===== src/rtl/cpg_pkg.sv =====
package cpg_pkg;
  localparam int SEL_W   = 3;
  localparam int NUM_SEL = 1 << SEL_W;
  localparam int CNT_W   = 11;

  // log2 of the divisor for each select code: 0..5 map straight,
  // 6 and 7 jump to 10 and 11.
  function automatic int sel_shift(input int code);
    if (code < 6) return code;
    return code + 4;
  endfunction
endpackage


===== src/rtl/cpg_rst_sync.sv =====
module cpg_rst_sync (
  input  logic clk,
  input  logic rst_n,
  output logic rst_sync_n
);
  logic meta_q;

  always_ff @(posedge clk or negedge rst_n) begin
    if (!rst_n) begin
      meta_q     <= 1'b0;
      rst_sync_n <= 1'b0;
    end else begin
      meta_q     <= 1'b1;
      rst_sync_n <= meta_q;
    end
  end
endmodule


===== src/rtl/cpg_ctrl_regs.sv =====
module cpg_ctrl_regs #(
  parameter int SEL_W = cpg_pkg::SEL_W
) (
  input  logic             clk,
  input  logic             rst_n,
  input  logic             cfg_we,
  input  logic [SEL_W-1:0] cfg_sel,
  input  logic             cfg_dbg,
  input  logic             pwr_we,
  input  logic             pwr_idle,
  input  logic             pwr_pd,
  output logic [SEL_W-1:0] sel_q,
  output logic             dbg_q,
  output logic             idle_q,
  output logic             pd_q
);
  logic [SEL_W-1:0] sel_d;
  logic             dbg_d, idle_d, pd_d;

  always_comb begin
    sel_d  = sel_q;
    dbg_d  = dbg_q;
    idle_d = idle_q;
    pd_d   = pd_q;
    if (cfg_we) begin
      sel_d = cfg_sel;
      dbg_d = cfg_dbg;
    end
    if (pwr_we) begin
      idle_d = pwr_idle;
      pd_d   = pwr_pd;
    end
  end

  always_ff @(posedge clk or negedge rst_n) begin
    if (!rst_n) begin
      sel_q  <= '0;
      dbg_q  <= 1'b1;
      idle_q <= 1'b0;
      pd_q   <= 1'b0;
    end else begin
      sel_q  <= sel_d;
      dbg_q  <= dbg_d;
      idle_q <= idle_d;
      pd_q   <= pd_d;
    end
  end

  AST_PWR_LOAD: assert property (@(posedge clk) disable iff (!rst_n)
    pwr_we |=> (idle_q == $past(pwr_idle)) && (pd_q == $past(pwr_pd)));
  AST_DBG_LOAD: assert property (@(posedge clk) disable iff (!rst_n)
    cfg_we |=> (dbg_q == $past(cfg_dbg)));
endmodule


===== src/rtl/cpg_divider.sv =====
module cpg_divider #(
  parameter int SEL_W = cpg_pkg::SEL_W,
  parameter int CNT_W = cpg_pkg::CNT_W
) (
  input  logic             clk,
  input  logic             rst_n,
  input  logic             run,
  input  logic             restart,
  input  logic [SEL_W-1:0] sel,
  output logic             tick
);
  localparam int NSEL = 1 << SEL_W;

  logic [CNT_W-1:0] cnt_q, cnt_d;
  logic [NSEL-1:0]  hit;

  // One terminal-count decode per select code.
  for (genvar s = 0; s < NSEL; s++) begin : g_hit
    localparam int SH = cpg_pkg::sel_shift(s);
    localparam logic [CNT_W-1:0] MASK = {CNT_W{1'b1}} >> (CNT_W - SH);
    assign hit[s] = ((cnt_q & MASK) == '0);
  end

  assign tick = run & hit[sel];

  always_comb begin
    cnt_d = cnt_q;
    if (restart)  cnt_d = '0;
    else if (run) cnt_d = cnt_q + 1'b1;
  end

  always_ff @(posedge clk or negedge rst_n) begin
    if (!rst_n) cnt_q <= '0;
    else        cnt_q <= cnt_d;
  end

  AST_RESTART_ZERO: assert property (@(posedge clk) disable iff (!rst_n)
    restart |=> (cnt_q == '0));
  AST_GATED_HOLD: assert property (@(posedge clk) disable iff (!rst_n)
    (!run && !restart) |=> $stable(cnt_q));
  AST_DIV1_EVERY: assert property (@(posedge clk) disable iff (!rst_n)
    (run && sel == '0) |-> tick);
endmodule


===== src/rtl/clk_prescale_gate.sv =====
module clk_prescale_gate (
  input  logic       clk,
  input  logic       rst_n,
  input  logic       cfg_we,
  input  logic [2:0] cfg_sel,
  input  logic       cfg_dbg,
  input  logic       pwr_we,
  input  logic       pwr_idle,
  input  logic       pwr_pd,
  output logic       cpu_ce,
  output logic       per_ce,
  output logic       dbg_cmp_en
);
  localparam int SEL_W = cpg_pkg::SEL_W;
  localparam int CNT_W = cpg_pkg::CNT_W;

  logic             rst_sync_n;
  logic [SEL_W-1:0] sel_q;
  logic             idle_q, pd_q, cpu_run;

  cpg_rst_sync u_rst (
    .clk       (clk),
    .rst_n     (rst_n),
    .rst_sync_n(rst_sync_n)
  );

  cpg_ctrl_regs #(.SEL_W(SEL_W)) u_regs (
    .clk     (clk),
    .rst_n   (rst_sync_n),
    .cfg_we  (cfg_we),
    .cfg_sel (cfg_sel),
    .cfg_dbg (cfg_dbg),
    .pwr_we  (pwr_we),
    .pwr_idle(pwr_idle),
    .pwr_pd  (pwr_pd),
    .sel_q   (sel_q),
    .dbg_q   (dbg_cmp_en),
    .idle_q  (idle_q),
    .pd_q    (pd_q)
  );

  assign cpu_run = ~idle_q & ~pd_q;

  cpg_divider #(.SEL_W(SEL_W), .CNT_W(CNT_W)) u_div (
    .clk    (clk),
    .rst_n  (rst_sync_n),
    .run    (cpu_run),
    .restart(cfg_we),
    .sel    (sel_q),
    .tick   (cpu_ce)
  );

  assign per_ce = ~pd_q;

  AST_CPU_GATED: assert property (@(posedge clk) disable iff (!rst_sync_n)
    (idle_q || pd_q) |-> !cpu_ce);
  AST_PER_STOP: assert property (@(posedge clk) disable iff (!rst_sync_n)
    pd_q |-> !per_ce);
  AST_PER_RUN: assert property (@(posedge clk) disable iff (!rst_sync_n)
    !pd_q |-> per_ce);
  AST_NEW_RATE_NOW: assert property (@(posedge clk) disable iff (!rst_sync_n)
    ($past(cfg_we) && !idle_q && !pd_q) |-> cpu_ce);
endmodule


===== config.mk =====
export PLATFORM = sky130hd
export DESIGN_NAME = clk_prescale_gate
export DESIGN_NICKNAME = d
export VERILOG_FILES = /design/src/rtl/cpg_pkg.sv /design/src/rtl/cpg_rst_sync.sv /design/src/rtl/cpg_ctrl_regs.sv /design/src/rtl/cpg_divider.sv /design/src/rtl/clk_prescale_gate.sv
export SDC_FILE = /design/constraint.sdc
export NUM_CORES = 1
export LEC_CHECK = 0
export CAP_MARGIN = 20
export CORE_UTILIZATION = 56
export CTS_CLUSTER_SIZE = 20
export DETAILED_ROUTE_END_ITERATION = 16
export GPL_TIMING_DRIVEN = 0
export PLACE_DENSITY = 0.88
export SETUP_SLACK_MARGIN = 0.2
export SYNTH_ARGS = -nofsm -noshare
export SYNTH_HDL_FRONTEND = slang
export SYNTH_SLANG_ARGS = --single-unit

===== constraint.sdc =====
create_clock -name clk -period 3.3 [get_ports clk]
set_input_delay 0.99 -clock clk [delete_from_list [all_inputs] [get_ports clk]]
set_output_delay 0.99 -clock clk [all_outputs]
set_load 0.05 [all_outputs]

## Word level (Yosys, flattened, before mapping)

Index checks and enable logic that the tools add are counted.

| storage, ports and cells | value |
|---|---|
| output and inout bits | 3 |
| logic and storage cells | 25 |
| register bits | 19 |
| input bits | 10 |

| cells by class | value |
|---|---|
| add/sub/neg operators | 1 |
| reductions and logical operators | 8 |
| magnitude comparators | 1 |
| muxes and demuxes | 4 |
| bitwise gates (word level) | 4 |

Operators by type and width:

| cell | count |
|---|---|
| zero test 11 bit | 7 |
| two-way mux 11 bit | 2 |
| adder 11 x 1 -> 11 bit, second input constant | 1 |
| < comparator 3 x 4 -> 1 bit, second input constant | 1 |
| binary-select mux 1 bit (select 3 bit) | 1 |
| bitwise AND 1 bit | 2 |
| NOT 1 bit | 2 |
| nonzero test 2 bit | 1 |
| two-way mux 1 bit | 1 |

## Logic depth before layout (Yosys ltp)

| logic depth | value |
|---|---|
| word-level depth | 4 |
| depth in mapped cells | 5 |
| gate-level depth less buffers | 5 |

## Hierarchy

Synthesis repeated with hierarchy kept, for this count alone.

| unflattened totals | value |
|---|---|
| cells, all modules | 88 |
| area, all modules | 933.4 µm² |

Modules (own cells, without submodules):

| module | area an instance (µm²) | sequential area each (µm²) | instances | cells each |
|---|---|---|---|---|
| cpg_divider | 653.1 | 275.3 | 1 | 71 |
| cpg_ctrl_regs | 219.0 | 151.4 | 1 | 12 |
| cpg_rst_sync | 53.8 | 50.0 | 1 | 3 |
| clk_prescale_gate | 7.5 | 0.0 | 1 | 2 |

## Worst setup path before layout

No wires, ideal clock.

| path | value |
|---|---|
| path kind | reg-to-output |
| start | reg u_div.cnt_q[6] |
| end | out cpu_ce |
| buffers on the path | 0 |
| setup slack | -42 ps |
| data arrival time | 2352 ps |
| stages on the path, launching flop included | 4 |
| data required time | 2310 ps |
| cell sequence | dfrtp_1 -> nor4_1 -> a21oi_1 -> o41ai_1 |

| between the ends | value |
|---|---|
| longest elaborated chain between the ends | 4 |
| elaborated cells between the ends (all ways) | 5 |
| classes of those cells | mux: 2; bitwise: 1; reduce/logical: 2 |

Ends and longest elaborated chain:

| what | RTL line | RTL |
|---|---|---|
| start, declared | cpg_divider.sv:14 | `logic [CNT_W-1:0] cnt_q, cnt_d;` |
| start signal, assigned | cpg_divider.sv:34 | `else cnt_q <= cnt_d;` |
| zero test 11 bit | cpg_divider.sv:21 | `assign hit[s] = ((cnt_q & MASK) == '0);` |
| binary-select mux 1 bit (select 3 bit) (*) | cpg_divider.sv:24 | `assign tick = run & hit[sel];` |
| two-way mux 1 bit (implied by the code) (*) | cpg_divider.sv:24 |  |
| bitwise AND 1 bit (*) | cpg_divider.sv:24 |  |
| end, declared | clk_prescale_gate.sv:10 | `output logic cpu_ce,` |

Mark *: on every way between the ends. The rest lies on a longest branch, timed or not. The select of a mux whose other input is x is not followed.

## Worst setup path after layout

| path | value |
|---|---|
| start | reg u_regs.pd_q |
| end | out cpu_ce |

| between the ends | value |
|---|---|
| longest elaborated chain between the ends | 3 |

Ends and longest elaborated chain:

| what | RTL line | RTL |
|---|---|---|
| start, declared | cpg_ctrl_regs.sv:15 | `output logic pd_q` |
| start signal, assigned | cpg_ctrl_regs.sv:45 | `pd_q <= pd_d;` |
| NOT 1 bit | clk_prescale_gate.sv:42 | `assign cpu_run = ~idle_q & ~pd_q;` |
| bitwise AND 1 bit | clk_prescale_gate.sv:42 |  |
| bitwise AND 1 bit | cpg_divider.sv:24 |  |

No other way between the ends.

==> impl_results.md <==
- Syn-to-layout area delta: 17.3%
- Synth Area in Simple Gates: 0.183
- CP required: 2.31 ns
- Starting Density: 0.611
- Vias per cell: 5.88
- FILL cells: 109
- Critical Path Start Type: flop
- Fmax achieved: ~0.35 GHz
- Sw power: between 0.0001 and 0.00015 W
- Compound-Gate Fraction of Synth Area: 0.109
- Mapped Nets: approximately 100
- Clk Latency, worst-skew pair: 0.31 ns
- Layout cells sized above 1: 0.162
- GPL Wtd Cong: 0.748
- Logic gate share of total power: 0.159
- Largest family of logic cells by synthesized area: simple AND/OR/NAND/NOR gates
- DR WL/cell: approximately 14 um
- Final ANT Viol Nets: 0
- Gr usage total: 0.219
- Flop pwr share: 0.568
- Placed cell area: 1080 sq um
- Max-Cap Viols: 0
- Proportion of synthesized area in mux cells: 0.108
- Starting DRT DRC Count: 13
- N_diodes: 0
- Dominant delay contributor by cell family on the critical path: buffers and inverters
- Worst relative slew slack: 0.524
- DP Wirelength: 1.26 mm
- P_int: 0.000326 W
- Status: complete, no violations
- Setup TNS: 0 ns
- Crit path max fanout: 8
- Power share of the clock group: 0.273
- Root Buffer Master: clkbuf_4
- Synth warn: 0
- Synth unique cells: 27
- Buf/Inv on CP: 2
- Final non-filler cell area: 1100 sq um
- Max-slew violations: 0
- CORE AREA: 1540 sq um
- Htree depth: 1
- Worst Skew: 0.00265 ns
- Full die area: 1850 sq um
- Net Sw Frac: 0.288
- Commonest cells post-synth: dfrtp_1 (18), a21oi_1 (8), mux2_2 (7), nor2_1 (7), inv_1 (6)
- Top FF cell, synth: dfrtp_1
- Row count: 14
- Post-synthesis adder-cell area fraction: 0.0266
- Final min period: 2.87 ns
- Post-synth EDFFs: 0
- Finish-stage setup viols: 0
- Global-route wire length before repair: 2.99 mm
- Top-count cell post-synth: dfrtp_1
- Async S/R FF share, synth: 1.00
- Final hold vios: 0
- I/O pin cnt: 13
- Worst r2r src: u_regs.pd_q
- Num CTS Buffers: 3
- Layout Cells excl Fill: 121
- Worst Max-Slew Pin Slew: ~0.71 ns
- Largest net degree at the start of global routing: 18
- Initial antenna violation count: 0
- Area share of the largest cell type after synthesis: 0.478
- Placed insts: roughly 120
- Nets@finish: 118
- Clock sinks: 19
- Worst reg2reg path endpoint: u_div.cnt_q[9]
- Synth Area per Inst: 10.5 sq um
- Xor and xnor area share after synthesis: 0.0186
- Flop2flop setup slack: 1.71 ns
- Y dimension of the die: 43.0 um
- DRC violations left: 0
- Synthesized flop and latch total: 19
- CTS max path bufs: 2
- Crit-path cells: or2_1, buf_6, a2111o_1, o41ai_2, clkbuf_2
- Clk pin slew, worst setup/hold paths: 0.11 ns
- CTS tree: built
- Slowest stage delay, CP: 0.43 ns
- Area leader, netlist: dfrtp_1
- PD cells: 414 nW/um^2
- Sequential fraction of the synthesis area: 0.506
- Period utilization: 0.871
- Vias in the first global route: 673
- Via count: 711
- Die width: 43.0 um
- CP endpoint kind: primary output
- Routed WL: 1.70 mm
- PortBufs: 11
- Cell count after synthesis: 90
- Max VDD drop: 0.311 mV
- WP data arrival: 1.88 ns
- RSZ-0062 raised after global routing: false
- CP max stage cell: dfrtp_1
- Congestion Overflow GR: 0
- Post-CTS Hold Fix Bufs: 0
- Type of the worst min-delay path: flop to asynchronous set/reset pin
- Top cells by area, synth: dfrtp_1 (48%), mux2_2 (8.4%), a21oi_1 (4.2%), dfstp_2 (2.8%), nor2_1 (2.8%)
- CP Class: flop to primary output
- Postcts setup bufs: 0
- Leakage power: about 0.45 nW
- Mapped Area: roughly 940 sq um
- Drt pass-1 iters: 4
- Worst Reg-to-Reg Cells: 4
-- layout by cell type (no fill, tap or decap) --
master,n
a211oi_1,1
mux2_2,7
buf_2,1
buf_6,1
a21oi_1,8
o41ai_2,1
o31ai_1,2
o21ai_0,4
ha_1,2
a2111o_1,1
clkinvlp_4,1
or3_1,3
buf_1,1
nand4bb_2,1
clkbuf_2,1
nor2_1,7
or4_1,2
clkdlybuf4s50_1,10
or2_1,1
nand2_1,5
dfstp_2,1
inv_1,6
nor3b_1,1
xnor2_1,2
nor2b_1,3
dfrtp_1,18
clkbuf_4,3
nor4_1,4
mux2_1,2
conb_1,1
nand3_1,4
-- sequential cells by signal (all words and copies together) (netlist names) --
signal / count
u_regs.sel_q: 3
u_rst.meta_q: 1
u_rst.rst_sync_n: 1
u_regs.idle_q: 1
u_div.cnt_q: 11
u_regs.dbg_q: 1
u_regs.pd_q: 1
-- kinds of logic (layout without fill, tap and decap cells) --
family / Yosys count / count (layout)
AOI/OAI and AO/OA: 17 / 17
xor gates and xnor gates: 2 / 2
adders and majority gates: 2 / 2
buffers and inverters: 9 / 24
DFF: 19 / 19
muxes: 9 / 9
other: 1 / 1
and+or+nand+nor: 31 / 31
-- final cells by class --
class	instances	area [sq um]	share of cell area
tap	16	20.0	0.0181
sequential	19	477	0.431
multi-input combinational	62	430	0.390
inverter	6	22.5	0.0204
clock inverter	1	7.51	0.00680
buffer	3	20.0	0.0181
timing repair buffer	11	105	0.0951
clock buffer	3	22.5	0.0204
-- power groups by stage --
stage	Combinational, W	Sequential (W)	Clock, W
2_1_floorplan	0.0000465	0.000265	0
3_3_place_gp	0.0000727	0.000264	0
3_5_place_dp	0.0000749	0.000265	0
4_1_cts	0.0000742	0.000260	0.000129
5_1_grt	0.0000795	0.000263	0.000135
6_report	0.0000728	0.000260	0.000125
-- routing by layer --
layer  global-route usage  up-vias  wire length (um)
met5                    0        -                 0
met4               0.0545        0                12
met3               0.0766        3                82
met2                0.358       16               863
met1                0.280      343               742
li1                     -      349                 -
-- worst max path at each step --
stage | to | depth (start not counted) | start | slack, ns
after detailed placement | cpu_ce | 4 | u_regs.sel_q[1] | 0.24
after CTS | cpu_ce | 5 | u_regs.pd_q | 0.20
after global routing | cpu_ce | 4 | u_regs.sel_q[1] | 0.35
after global placement | cpu_ce | 4 | u_regs.sel_q[1] | 0.27
after floorplan | cpu_ce | 4 | u_div.cnt_q[0] | 0.62
final | cpu_ce | 5 | u_regs.pd_q | 0.43
-- timing repair --
action,in CTS,in global routing
pin swaps,0,0
endpoints found under the hold margin,0,0
resized for setup,2,2
endpoints found under the setup margin,1,1
-- stage by stage --
step,power (W),worst slack [ns],util,hold WS [ns]
2_1_floorplan,0.000312,0.622,-,0.212
3_3_place_gp,0.000336,0.267,0.700,0.292
3_5_place_dp,0.000340,0.245,0.700,0.309
4_1_cts,0.000464,0.200,0.720,0.319
5_1_grt,0.000477,0.353,0.717,0.367
6_report,0.000458,0.426,0.717,0.302
No activity file was read; power rests on OpenSTA's default activity.
